File: src/rtl/i2c_gc_pkg.sv
package i2c_gc_pkg;
   localparam int BYTE_W = 8;
   localparam int ADDR_W = BYTE_W - 1;
   localparam int CNT_W  = $clog2(BYTE_W + 1);

   typedef enum logic [2:0] {
      ST_IDLE, ST_ADDR, ST_AACK, ST_RX, ST_TX, ST_TACK
   } eng_st_e;

   localparam logic [1:0] GCID_NONE = 2'b00;
   localparam logic [1:0] GCID_RST  = 2'b01;
   localparam logic [1:0] GCID_PROG = 2'b10;
   localparam logic [1:0] GCID_HW   = 2'b11;

   localparam logic [BYTE_W-1:0] CMD_RST    = 8'h06;
   localparam logic [BYTE_W-1:0] CMD_PROG   = 8'h04;
   localparam logic [BYTE_W-1:0] BYTE_START = 8'h01;
   localparam logic [BYTE_W-1:0] BYTE_GC    = 8'h00;
endpackage

File: src/rtl/i2c_gc_sync.sv
module i2c_gc_sync #(
   parameter int STAGES = 2
) (
   input  logic clk,
   input  logic rst_n,
   input  logic scl_i,
   input  logic sda_i,
   output logic sda_s,
   output logic scl_rise,
   output logic scl_fall,
   output logic start_evt,
   output logic stop_evt
);
   logic [STAGES-1:0] scl_p, sda_p;
   logic scl_q, sda_q, scl_s;

   for (genvar i = 0; i < STAGES; i++) begin : g_stg
      if (i == 0) begin : g_in
         always_ff @(posedge clk or negedge rst_n)
            if (!rst_n) begin
               scl_p[i] <= 1'b1;
               sda_p[i] <= 1'b1;
            end else begin
               scl_p[i] <= scl_i;
               sda_p[i] <= sda_i;
            end
      end else begin : g_chain
         always_ff @(posedge clk or negedge rst_n)
            if (!rst_n) begin
               scl_p[i] <= 1'b1;
               sda_p[i] <= 1'b1;
            end else begin
               scl_p[i] <= scl_p[i-1];
               sda_p[i] <= sda_p[i-1];
            end
      end
   end

   assign scl_s = scl_p[STAGES-1];
   assign sda_s = sda_p[STAGES-1];

   always_ff @(posedge clk or negedge rst_n)
      if (!rst_n) begin
         scl_q <= 1'b1;
         sda_q <= 1'b1;
      end else begin
         scl_q <= scl_s;
         sda_q <= sda_s;
      end

   assign scl_rise  = scl_s & ~scl_q;
   assign scl_fall  = ~scl_s & scl_q;
   assign start_evt = scl_s & scl_q & sda_q & ~sda_s;
   assign stop_evt  = scl_s & scl_q & ~sda_q & sda_s;
endmodule

File: src/rtl/i2c_gc_engine.sv
module i2c_gc_engine
   import i2c_gc_pkg::*;
(
   input  logic              clk,
   input  logic              rst_n,
   input  logic              sda_s,
   input  logic              scl_rise,
   input  logic              scl_fall,
   input  logic              start_evt,
   input  logic              stop_evt,
   input  logic              slv_en,
   input  logic              gc_en,
   input  logic              hgc_en,
   input  logic              early_tx,
   input  logic [ADDR_W-1:0] own_addr,
   input  logic [BYTE_W-1:0] alt_id,
   input  logic [BYTE_W-1:0] tx_data,
   output logic              sda_oe,
   output logic [BYTE_W-1:0] rx_data,
   output logic              rx_irq,
   output logic              tx_irq,
   output logic              addr_hit,
   output logic              gc_evt,
   output logic [1:0]        gc_code
);
   localparam logic [CNT_W-1:0] LAST_BIT = CNT_W'(BYTE_W - 1);
   localparam logic [CNT_W-1:0] ALL_BITS = CNT_W'(BYTE_W);

   eng_st_e           st;
   logic [CNT_W-1:0]  bcnt;
   logic [BYTE_W-2:0] sh, txsh;
   logic              rd_mode, gc_first, rst_pend, ack_pend, mack;
   logic [BYTE_W-1:0] byte_in;

   assign byte_in = {sh, sda_s};

   always_ff @(posedge clk or negedge rst_n)
      if (!rst_n) begin
         st <= ST_IDLE; bcnt <= '0; sh <= '0; txsh <= '0;
         rd_mode <= 1'b0; gc_first <= 1'b0; rst_pend <= 1'b0;
         ack_pend <= 1'b0; mack <= 1'b0; sda_oe <= 1'b0;
         rx_data <= '0; rx_irq <= 1'b0; tx_irq <= 1'b0;
         addr_hit <= 1'b0; gc_evt <= 1'b0; gc_code <= GCID_NONE;
      end else begin
         rx_irq <= 1'b0; tx_irq <= 1'b0; addr_hit <= 1'b0; gc_evt <= 1'b0;
         if (!slv_en || stop_evt) begin
            st <= ST_IDLE; sda_oe <= 1'b0; ack_pend <= 1'b0; rst_pend <= 1'b0;
         end else if (start_evt) begin
            st <= ST_ADDR; bcnt <= '0; sda_oe <= 1'b0; ack_pend <= 1'b0;
            gc_first <= 1'b0; rst_pend <= 1'b0;
         end else begin
            case (st)
               ST_ADDR, ST_RX: begin
                  if (scl_rise) begin
                     sh <= byte_in[BYTE_W-2:0];
                     if (bcnt == LAST_BIT) begin
                        bcnt <= '0;
                        if (st == ST_ADDR) begin
                           if (byte_in == BYTE_GC && gc_en) begin
                              ack_pend <= 1'b1; gc_first <= 1'b1;
                              rd_mode <= 1'b0; addr_hit <= 1'b1;
                           end else if (byte_in[BYTE_W-1:1] == own_addr) begin
                              ack_pend <= 1'b1; rd_mode <= byte_in[0];
                              addr_hit <= 1'b1;
                           end else begin
                              addr_hit <= (byte_in == BYTE_START);
                              st <= ST_IDLE;
                           end
                        end else if (gc_first) begin
                           gc_first <= 1'b0;
                           if (hgc_en && gc_en && byte_in == alt_id) begin
                              gc_evt <= 1'b1; gc_code <= GCID_HW; ack_pend <= 1'b1;
                           end else if (byte_in == CMD_RST) begin
                              gc_evt <= 1'b1; gc_code <= GCID_RST; ack_pend <= 1'b1;
                              rst_pend <= 1'b1;
                           end else if (byte_in == CMD_PROG) begin
                              gc_evt <= 1'b1; gc_code <= GCID_PROG; ack_pend <= 1'b1;
                           end else begin
                              st <= ST_IDLE;
                           end
                        end else begin
                           rx_data <= byte_in; rx_irq <= 1'b1; ack_pend <= 1'b1;
                        end
                     end else begin
                        bcnt <= bcnt + 1'b1;
                     end
                  end
                  if (scl_fall && ack_pend) begin
                     sda_oe <= 1'b1; ack_pend <= 1'b0; st <= ST_AACK;
                  end
               end
               ST_AACK: begin
                  if (scl_rise && rd_mode && early_tx) tx_irq <= 1'b1;
                  if (scl_fall) begin
                     sda_oe <= 1'b0; bcnt <= '0;
                     if (rst_pend) begin
                        st <= ST_IDLE; rst_pend <= 1'b0; sh <= '0;
                     end else if (rd_mode) begin
                        st <= ST_TX; txsh <= tx_data[BYTE_W-2:0];
                        sda_oe <= ~tx_data[BYTE_W-1];
                        if (!early_tx) tx_irq <= 1'b1;
                     end else begin
                        st <= ST_RX;
                     end
                  end
               end
               ST_TX: begin
                  if (scl_rise) bcnt <= bcnt + 1'b1;
                  if (scl_fall) begin
                     if (bcnt == ALL_BITS) begin
                        sda_oe <= 1'b0; bcnt <= '0; st <= ST_TACK;
                     end else begin
                        txsh <= {txsh[BYTE_W-3:0], 1'b0};
                        sda_oe <= ~txsh[BYTE_W-2];
                     end
                  end
               end
               ST_TACK: begin
                  if (scl_rise) begin
                     mack <= ~sda_s;
                     if (!sda_s && early_tx) tx_irq <= 1'b1;
                  end
                  if (scl_fall) begin
                     if (mack) begin
                        st <= ST_TX; txsh <= tx_data[BYTE_W-2:0];
                        sda_oe <= ~tx_data[BYTE_W-1];
                        if (!early_tx) tx_irq <= 1'b1;
                     end else begin
                        st <= ST_IDLE;
                     end
                  end
               end
               default: ;
            endcase
         end
      end
endmodule

File: src/rtl/i2c_gc_status.sv
module i2c_gc_status (
   input  logic       clk,
   input  logic       rst_n,
   input  logic       start_evt,
   input  logic       stop_evt,
   input  logic       addr_hit,
   input  logic       gc_evt,
   input  logic [1:0] gc_code,
   input  logic       gc_clr,
   output logic       sta_flag,
   output logic       reps_flag,
   output logic       gc_flag,
   output logic [1:0] gc_id
);
   logic busy;

   always_ff @(posedge clk or negedge rst_n)
      if (!rst_n) begin
         busy <= 1'b0; sta_flag <= 1'b0; reps_flag <= 1'b0;
         gc_flag <= 1'b0; gc_id <= 2'b00;
      end else begin
         if (stop_evt) begin
            busy <= 1'b0; sta_flag <= 1'b0; reps_flag <= 1'b0;
         end else begin
            if (start_evt) begin
               busy <= 1'b1;
               if (busy) reps_flag <= 1'b1;
            end
            if (addr_hit) sta_flag <= 1'b1;
         end
         if (gc_evt) begin
            gc_flag <= 1'b1; gc_id <= gc_code;
         end else if (gc_clr) begin
            gc_flag <= 1'b0; gc_id <= 2'b00;
         end
      end
endmodule

File: src/rtl/i2c_gc_target.sv
module i2c_gc_target
   import i2c_gc_pkg::*;
#(
   parameter int SYNC_STAGES = 2
) (
   input  logic              clk,
   input  logic              rst_n,
   input  logic              scl_i,
   input  logic              sda_i,
   output logic              sda_oe,
   input  logic              slv_en,
   input  logic              gc_en,
   input  logic              hgc_en,
   input  logic              early_tx,
   input  logic              gc_clr,
   input  logic [ADDR_W-1:0] own_addr,
   input  logic [BYTE_W-1:0] alt_id,
   input  logic [BYTE_W-1:0] tx_data,
   output logic [BYTE_W-1:0] rx_data,
   output logic              rx_irq,
   output logic              tx_irq,
   output logic              sta_flag,
   output logic              reps_flag,
   output logic              gc_flag,
   output logic [1:0]        gc_id
);
   initial begin : p_param_chk
      assert (SYNC_STAGES >= 2) else $fatal(1, "SYNC_STAGES must be at least 2");
   end

   logic sda_s, scl_rise, scl_fall, start_evt, stop_evt;
   logic addr_hit, gc_evt;
   logic [1:0] gc_code;

   i2c_gc_sync #(.STAGES(SYNC_STAGES)) u_sync (
      .clk(clk), .rst_n(rst_n), .scl_i(scl_i), .sda_i(sda_i),
      .sda_s(sda_s), .scl_rise(scl_rise), .scl_fall(scl_fall),
      .start_evt(start_evt), .stop_evt(stop_evt)
   );

   i2c_gc_engine u_eng (
      .clk(clk), .rst_n(rst_n), .sda_s(sda_s), .scl_rise(scl_rise),
      .scl_fall(scl_fall), .start_evt(start_evt), .stop_evt(stop_evt),
      .slv_en(slv_en), .gc_en(gc_en), .hgc_en(hgc_en), .early_tx(early_tx),
      .own_addr(own_addr), .alt_id(alt_id), .tx_data(tx_data),
      .sda_oe(sda_oe), .rx_data(rx_data), .rx_irq(rx_irq), .tx_irq(tx_irq),
      .addr_hit(addr_hit), .gc_evt(gc_evt), .gc_code(gc_code)
   );

   i2c_gc_status u_stat (
      .clk(clk), .rst_n(rst_n), .start_evt(start_evt), .stop_evt(stop_evt),
      .addr_hit(addr_hit), .gc_evt(gc_evt), .gc_code(gc_code), .gc_clr(gc_clr),
      .sta_flag(sta_flag), .reps_flag(reps_flag), .gc_flag(gc_flag), .gc_id(gc_id)
   );
endmodule

File: config.mk
export PLATFORM = sky130hd
export DESIGN_NAME = i2c_gc_target
export DESIGN_NICKNAME = d
export VERILOG_FILES = /design/src/rtl/i2c_gc_pkg.sv /design/src/rtl/i2c_gc_sync.sv /design/src/rtl/i2c_gc_engine.sv /design/src/rtl/i2c_gc_status.sv /design/src/rtl/i2c_gc_target.sv
export SDC_FILE = /design/constraint.sdc
export NUM_CORES = 1
export LEC_CHECK = 0
export ABC_AREA = 1
export BUFFER_PORTS_ARGS = -buffer_cell sky130_fd_sc_hd__clkbuf_2
export CORE_ASPECT_RATIO = 1.25
export CORE_MARGIN = 4
export CORE_UTILIZATION = 60
export DETAILED_ROUTE_END_ITERATION = 16
export PLACE_DENSITY = 0.84
export SYNTH_ARGS = -nofsm -noshare
export SYNTH_HDL_FRONTEND = slang
export SYNTH_SLANG_ARGS = --single-unit
File: constraint.sdc
create_clock -name clk -period 4.8 [get_ports clk]
set_clock_uncertainty 0.1 [all_clocks]
set_input_delay 0.48 -clock clk [delete_from_list [all_inputs] [get_ports clk]]
set_output_delay 0.48 -clock clk [all_outputs]
set_load 0.01 [all_outputs]
==> results.toml, run 1 <==
[run_status]
status = "complete, no violations"

[sta]
setup_viol = 0
setup_tns_ns = 0
period_minus_slack_ns = 2.04
fmax_mhz = 490
slew_violations = 0
rsz0062_at_grt = "false"
slew_headroom_pct = 53.9
hold_violations = 0
post-route-period-util_pct = 42.5
worstMarginPinSlew_ns = 0.685

[drt]
dr.pass1.iters = 5
wl_per_cell_um = 13.1
drt-total-wl_um = 6600
vias_per_cell = 5.36
drc = 0
ant_nets = 0
vias = 2689
first_iter_violations = 226

[power_and_ir_drop]
p_total_mw = 1.24
p_per_area_mw_per_mm2 = 362
max-vdd-ir-drop_mv = 0.298
p_leak_nw = 1.75

[global_route]
grt_overflow_total = 0
track_usage_pct = 23.1
grt_pass1_vias = 2566
grt_pass1_wl_um = 11600
antenna_found_initial = 0
grt_max_degree = 54

[synth]
synth_common_cells = "nand2_1, inv_1, dfrtp_1"
synth-async-reset-ratio_pct = 100
synthFlopType = "dfrtp_1"
synth_area_leaders = "dfrtp_1, nand2_1, inv_1, o21ai_0, dfstp_2"
ys_seq_area_share_pct = 43.9
synth_seq_cells = 53
synth_enable_flop_cells = 0
synth_top_cell_by_area = "dfrtp_1"
synthCells = 389
yosysMostFrequentCell = "nand2_1"
synth_area_per_cell_um2 = 7.82
synth_top_area_share_pct = 38.7
synthesis.area_mm2 = 0.00304
synth_warnings = 0
syn_nets = 423
synth_cell_type_count = 44

[cts]
ctsRootBufferMaster = "clkbuf_8"
cts_made_buffers = 5
clkSinkCount = 53
cts_buffer_depth = 2
clk_latency_ns = 0.31
ctsHoldBuffers = 0
cts.htree.levels = 2
post-cts-setup-buffers = 0
cts_tree = "done"
clk_pin_slew_ns = 0.09
cts_resized = 0

[floorplan]
rows = 28
die-area_mm2 = 0.00628
ios = 48
fp.dieW_um = 71.7
start_util_pct = 62.9
die_h_um = 87.6
core_mm2 = 0.00483

[worst_setup_path]
critPathMaxFanout = 14
arrival_ns = 2.18
endpoint = "u_eng.txsh[0]$_DFFE_PN0P_"
timing.rr.start = "u_sync.sda_q$_DFF_PN1_"
critPathRequiredTime_ns = 4.94
crit_path_start = "u_sync.sda_q$_DFF_PN1_"
regToRegEndpoint = "u_eng.txsh[0]$_DFFE_PN0P_"
path_class = "reg -> reg"
ff2ff_setup_slack_ns = 2.76
r2r_cells = 8
critPathCaptureType = "flip-flop"
startpoint_type = "flip-flop"

[finish]
nNetsFinal = 475
syn2layout_area_growth_pct = 12.7
antenna_cells = 0
drive_gt1_share_pct = 21.0
fill_cells = 410

[run]
cap_violations = 0

[worst_hold_path]
hold_path_class = "in -> reg"

[place]
place.gp.congestion = 0.938
io_buffer_count = 47
dp.final_hpwl_um = 5120
[cell usage in the layout (no fill, tap or decap), types with 2 or more instances in the layout]
cell type / count
nand2_1: 96
inv_1: 57
clkbuf_2: 47
dfrtp_1: 47
o21ai_0: 35
nor2_1: 31
nand3_1: 18
o22ai_1: 11
nand2_2: 10
a21oi_1: 9
xnor2_1: 9
o21ai_1: 6
dfstp_2: 6
nor3_1: 5
clkbuf_8: 5
nor2_2: 4
o211ai_1: 4
nand4_1: 3
a211oi_1: 3
inv_2: 2
nor3_4: 2
inv_6: 2
o21bai_1: 2
o32ai_1: 2
o31ai_1: 2
nand3_2: 2
inv_4: 2
ha_1: 2
[power breakdown]
part | switching (mW) | internal [mW]
clock | 0.150 | 0.104
combinational | 0.227 | 0.146
sequential | 0.0795 | 0.535
[how the worst min path moves through the flow]
stage	end	start	slack, ns	depth (start not counted)
final	u_sync.scl_p[0]$_DFF_PN1_	scl_i	0.14	1
after global routing	u_sync.scl_p[0]$_DFF_PN1_	scl_i	0.13	1
after CTS	u_sync.scl_p[0]$_DFF_PN1_	scl_i	0.13	1
after detailed placement	u_sync.scl_s$_DFF_PN1_	u_sync.scl_p[0]$_DFF_PN1_	0.25	0
after global placement	u_sync.sda_s$_DFF_PN1_	u_sync.sda_p[0]$_DFF_PN1_	0.25	0
after floorplan	u_eng.ack_pend$_DFFE_PN0P_	rst_n	0.08	0
[per-layer routing]
metal / up-vias / GRT usage, % / routed length, um
li1: 1366 / - / -
met1: 1229 / 29.6 / 2900
met2: 78 / 39.3 / 3240
met3: 16 / 4.13 / 323
met4: 0 / 8.03 / 132
met5: - / 0 / 0
[kinds of logic after synthesis]
family                     count (synthesis)  share of synthesized area [%]
xor gates and xnor gates                  10                           2.88
and+or+nand+nor                          179                           27.8
DFF                                       53                           43.9
AOI/OAI and AO/OA                         80                           15.9
buffers and inverters                     65                           8.72
adders and majority gates                  2                          0.823
[worst max-delay path, stage by stage (launching register included)]
cell and delay (ns):
dfstp_2 0.52, inv_1 0.07, nand2_2 0.10, o21ai_4 0.12
nor2_8 0.19, inv_6 0.07, nor4_4 0.57, nand3_1 0.12
o21ai_0 0.10
[flip-flops by register name, indices dropped and copies added, names as in the netlist, 2 cells and up]
signal and flops:
u_eng.txsh 7, u_eng.sh 7, u_eng.st 3, u_eng.rx_data 8
u_eng.gc_code 2, u_eng.bcnt 4, u_stat.gc_id 2
[stage by stage]
stage	cells	cell area, um2	hold WS [ns]	setup slack [ns]	utilization (%)
2_1_floorplan	389	3040	0.0844	3.01	-
3_3_place_gp	494	3340	0.246	2.80	69.0
3_5_place_dp	494	3340	0.249	2.78	69.0
4_1_cts	502	3430	0.133	2.74	70.9
5_1_grt	502	3430	0.126	2.52	70.9
6_report	502	3430	0.139	2.76	70.9
[area by class of cell]
cell class / count / area, um2 / share of cell area [%]
Clock buffer: 5 / 68.8 / 2.01
Clock inverter: 3 / 21.3 / 0.621
Inverter: 62 / 243 / 7.09
Multi-Input combinational cell: 271 / 1440 / 42.1
Sequential cell: 53 / 1330 / 38.9
Tap cell: 60 / 75.1 / 2.19
Timing Repair Buffer: 48 / 243 / 7.09
(Power assumes the default switching activity.)
==> inputs of run 2 (changes only) <==
--- a/config.mk
+++ b/config.mk
@@ -9,9 +9,9 @@
 export BUFFER_PORTS_ARGS = -buffer_cell sky130_fd_sc_hd__clkbuf_2
 export CORE_ASPECT_RATIO = 1.25
 export CORE_MARGIN = 4
-export CORE_UTILIZATION = 60
+export CORE_UTILIZATION = 57
 export DETAILED_ROUTE_END_ITERATION = 16
-export PLACE_DENSITY = 0.84
+export PLACE_DENSITY = 0.8
 export SYNTH_ARGS = -nofsm -noshare
 export SYNTH_HDL_FRONTEND = slang
 export SYNTH_SLANG_ARGS = --single-unit
==> constraint.sdc (replaced) <==
create_clock -name clk -period 2.1 [get_ports clk]
set_clock_uncertainty 0.1 [all_clocks]
set_input_delay 0.21 -clock clk [delete_from_list [all_inputs] [get_ports clk]]
set_output_delay 0.21 -clock clk [all_outputs]
set_load 0.01 [all_outputs]
==> run 2 against run 1 <==
Non-clock buffer count up 18. Sequential share of layout area fell by 2.1 points. First-iteration DRC count fell by 36%. Via count up 2.8%. Global-route usage grew 0.23 points. Final cell count is 4.0% higher.
==> results.toml, run 2 (same netlist as run 1, synthesis figures left out) <==
[sta]
worstMarginPinSlew_ns = 0.611
slew_violations = 0
post-route-period-util_pct = 96.5
slew_headroom_pct = 59.2
fmax_mhz = 493
setup_viol = 0
hold_violations = 0
holdWs_ns = 0.0446
period_minus_slack_ns = 2.03

[global_route]
track_usage_pct = 23.3
grt_pass1_wl_um = 11900
grt_overflow_total = 0
grt_pass1_vias = 2630
antenna_found_initial = 0
grt_max_degree = 31

[finish]
syn2layout_area_growth_pct = 19.0
stdcell_count = 522
layout_commonest_cell = "nand2_1"
antenna_cells = 0
max_flop_register = "u_eng.rx_data"
drive_gt1_share_pct = 23.7
final_area_mm2 = 0.00362
nNetsFinal = 493
largest_register_ffs = 8
final_cell_mix = "nand2_1, inv_1, clkbuf_2, dfrtp_1, o21ai_0"
top_regs = "u_eng.rx_data (8), u_eng.sh (7), u_eng.txsh (7)"

[floorplan]
rows = 29
fp.dieW_um = 73.3
ios = 48
die_h_um = 89.7
start_util_pct = 59.4
die-area_mm2 = 0.00657
core_mm2 = 0.00512

[place]
place.gp.congestion = 0.889
io_buffer_count = 47
dp.final_hpwl_um = 5700
dpl.cell_count = 505
place_area_mm2 = 0.00342

[drt]
dr.pass1.iters = 4
route.met2.wl_um = 3640
vias_per_cell = 5.30
drc = 0
ant_nets = 0
met1_length_um = 3170
drt-total-wl_um = 7190
highest_layer = "met4"
wl_per_cell_um = 13.8
first_iter_violations = 145
vias = 2765
met3WireLength_um = 310

[power_and_ir_drop]
p_per_area_mw_per_mm2 = 836
pwr-share-clk_pct = 23.6
p_leak_nw = 1.86
p_int_mw = 1.95
p_comb_share_pct = 30.0
swShare_pct = 35.5
switchingPower_mw = 1.07
max-vdd-ir-drop_mv = 0.596
power_frac_seq_pct = 46.4

[cts]
cts_buffer_depth = 2
cts.htree.levels = 2
clkSinkCount = 53
clk_latency_ns = 0.31
clk_pin_slew_ns = 0.10
cts_made_buffers = 5
cts_tree = "done"
ctsRootBufferMaster = "clkbuf_8"

[worst_setup_path]
crit_path_start = "u_sync.sda_s$_DFF_PN1_"
cpMaxStageDelayCell = "dfstp_2"
ff2ff_setup_slack_ns = 0.07
critPathRequiredTime_ns = 2.18
regToRegEndpoint = "u_eng.addr_hit$_DFF_PN0_"
critPathMaxFanout = 9
crit_chain = "buf_4 > buf_4 > nor3_4 > nor2_8 > inv_6 > nor2_2 > nand2_1 > o41ai_1"
timing.rr.start = "u_sync.sda_s$_DFF_PN1_"
critPathTopFamily = "flip-flops"
path_common_cell = "buf_4"
critPathCaptureType = "flip-flop"
cp.buffers_inverters = 3
arrival_ns = 2.10
startpoint_type = "flip-flop"
path_class = "reg -> reg"
r2r_cells = 8
critPathMaxStageDelay_ns = 0.60

[worst_hold_path]
hold_path_depth = 3
min_to = "u_eng.txsh[0]$_DFFE_PN0P_"
hold_path_class = "in -> reg"
hold_start = "tx_data[0]"

[run_status]
status = "complete, no violations"

[run]
cap_violations = 0
==> run 2: power groups by stage <==
| stage | sequential (mW) | clock, mW | combinational (mW) |
|---|---|---|---|
| floorplan | 1.37 | 0 | 0.651 |
| global placement | 1.42 | 0 | 0.853 |
| detailed placement | 1.42 | 0 | 0.885 |
| CTS | 1.40 | 0.730 | 0.897 |
| global route | 1.43 | 0.776 | 1.03 |
| finish | 1.40 | 0.712 | 0.908 |
==> run 2: worst min-delay path, cell delays in order <==
cell and delay (ns):
clkbuf_2 0.08, nand3_1 0.06, o21ai_0 0.07
==> run 2: cell type report <==
cell class / count / area [um2]
fill: 447 / 1500
multi-input combinational: 271 / 1450
sequential: 53 / 1330
timing repair buffer: 66 / 400
inverter: 62 / 243
tap: 62 / 77.6
clock buffer: 5 / 68.8
clock inverter: 3 / 47.5
==> run 2: per-layer routing <==
metal	global-route usage, %	vias up
met4	5.44	0
li1	-	1402
met5	0	-
met1	30.2	1290
met3	3.45	7
met2	41.2	66
==> run 2: worst max path at each step <==
| stage | end | slack, ns | cells past startpoint |
|---|---|---|---|
| 2_1_floorplan | u_eng.st[1]$_DFFE_PN0P_ | 0.31 | 10 |
| 3_3_place_gp | u_eng.txsh[0]$_DFFE_PN0P_ | 0.12 | 8 |
| 3_5_place_dp | u_eng.txsh[0]$_DFFE_PN0P_ | 0.02 | 8 |
| 4_1_cts | u_eng.rst_pend$_DFFE_PN0P_ | 0.09 | 9 |
| 5_1_grt | u_eng.rst_pend$_DFFE_PN0P_ | -0.006 | 9 |
| 6_report | u_eng.addr_hit$_DFF_PN0_ | 0.07 | 8 |
==> run 2: through the flow <==
step                      utilization (%)  setup slack [ns]  total power [mW]  setup TNS, ns
final                                70.7            0.0732              3.03              0
after global routing                 70.7          -0.00642              3.23       -0.00813
after CTS                            70.0            0.0867              3.03              0
after detailed placement             66.8            0.0175              2.31              0
after global placement               66.8             0.115              2.27              0
after floorplan                         -             0.308              2.03              0
==> run 2: what timing repair did <==
item / 4_1_cts / 5_1_grt
endpoints found under the setup margin: 1 / 6
resized for setup: 0 / 3
pin swaps: 1 / 3
setup buffers: 1 / 4
hold buffers: 4 / 0
hold endpoints to repair: 26 / 0
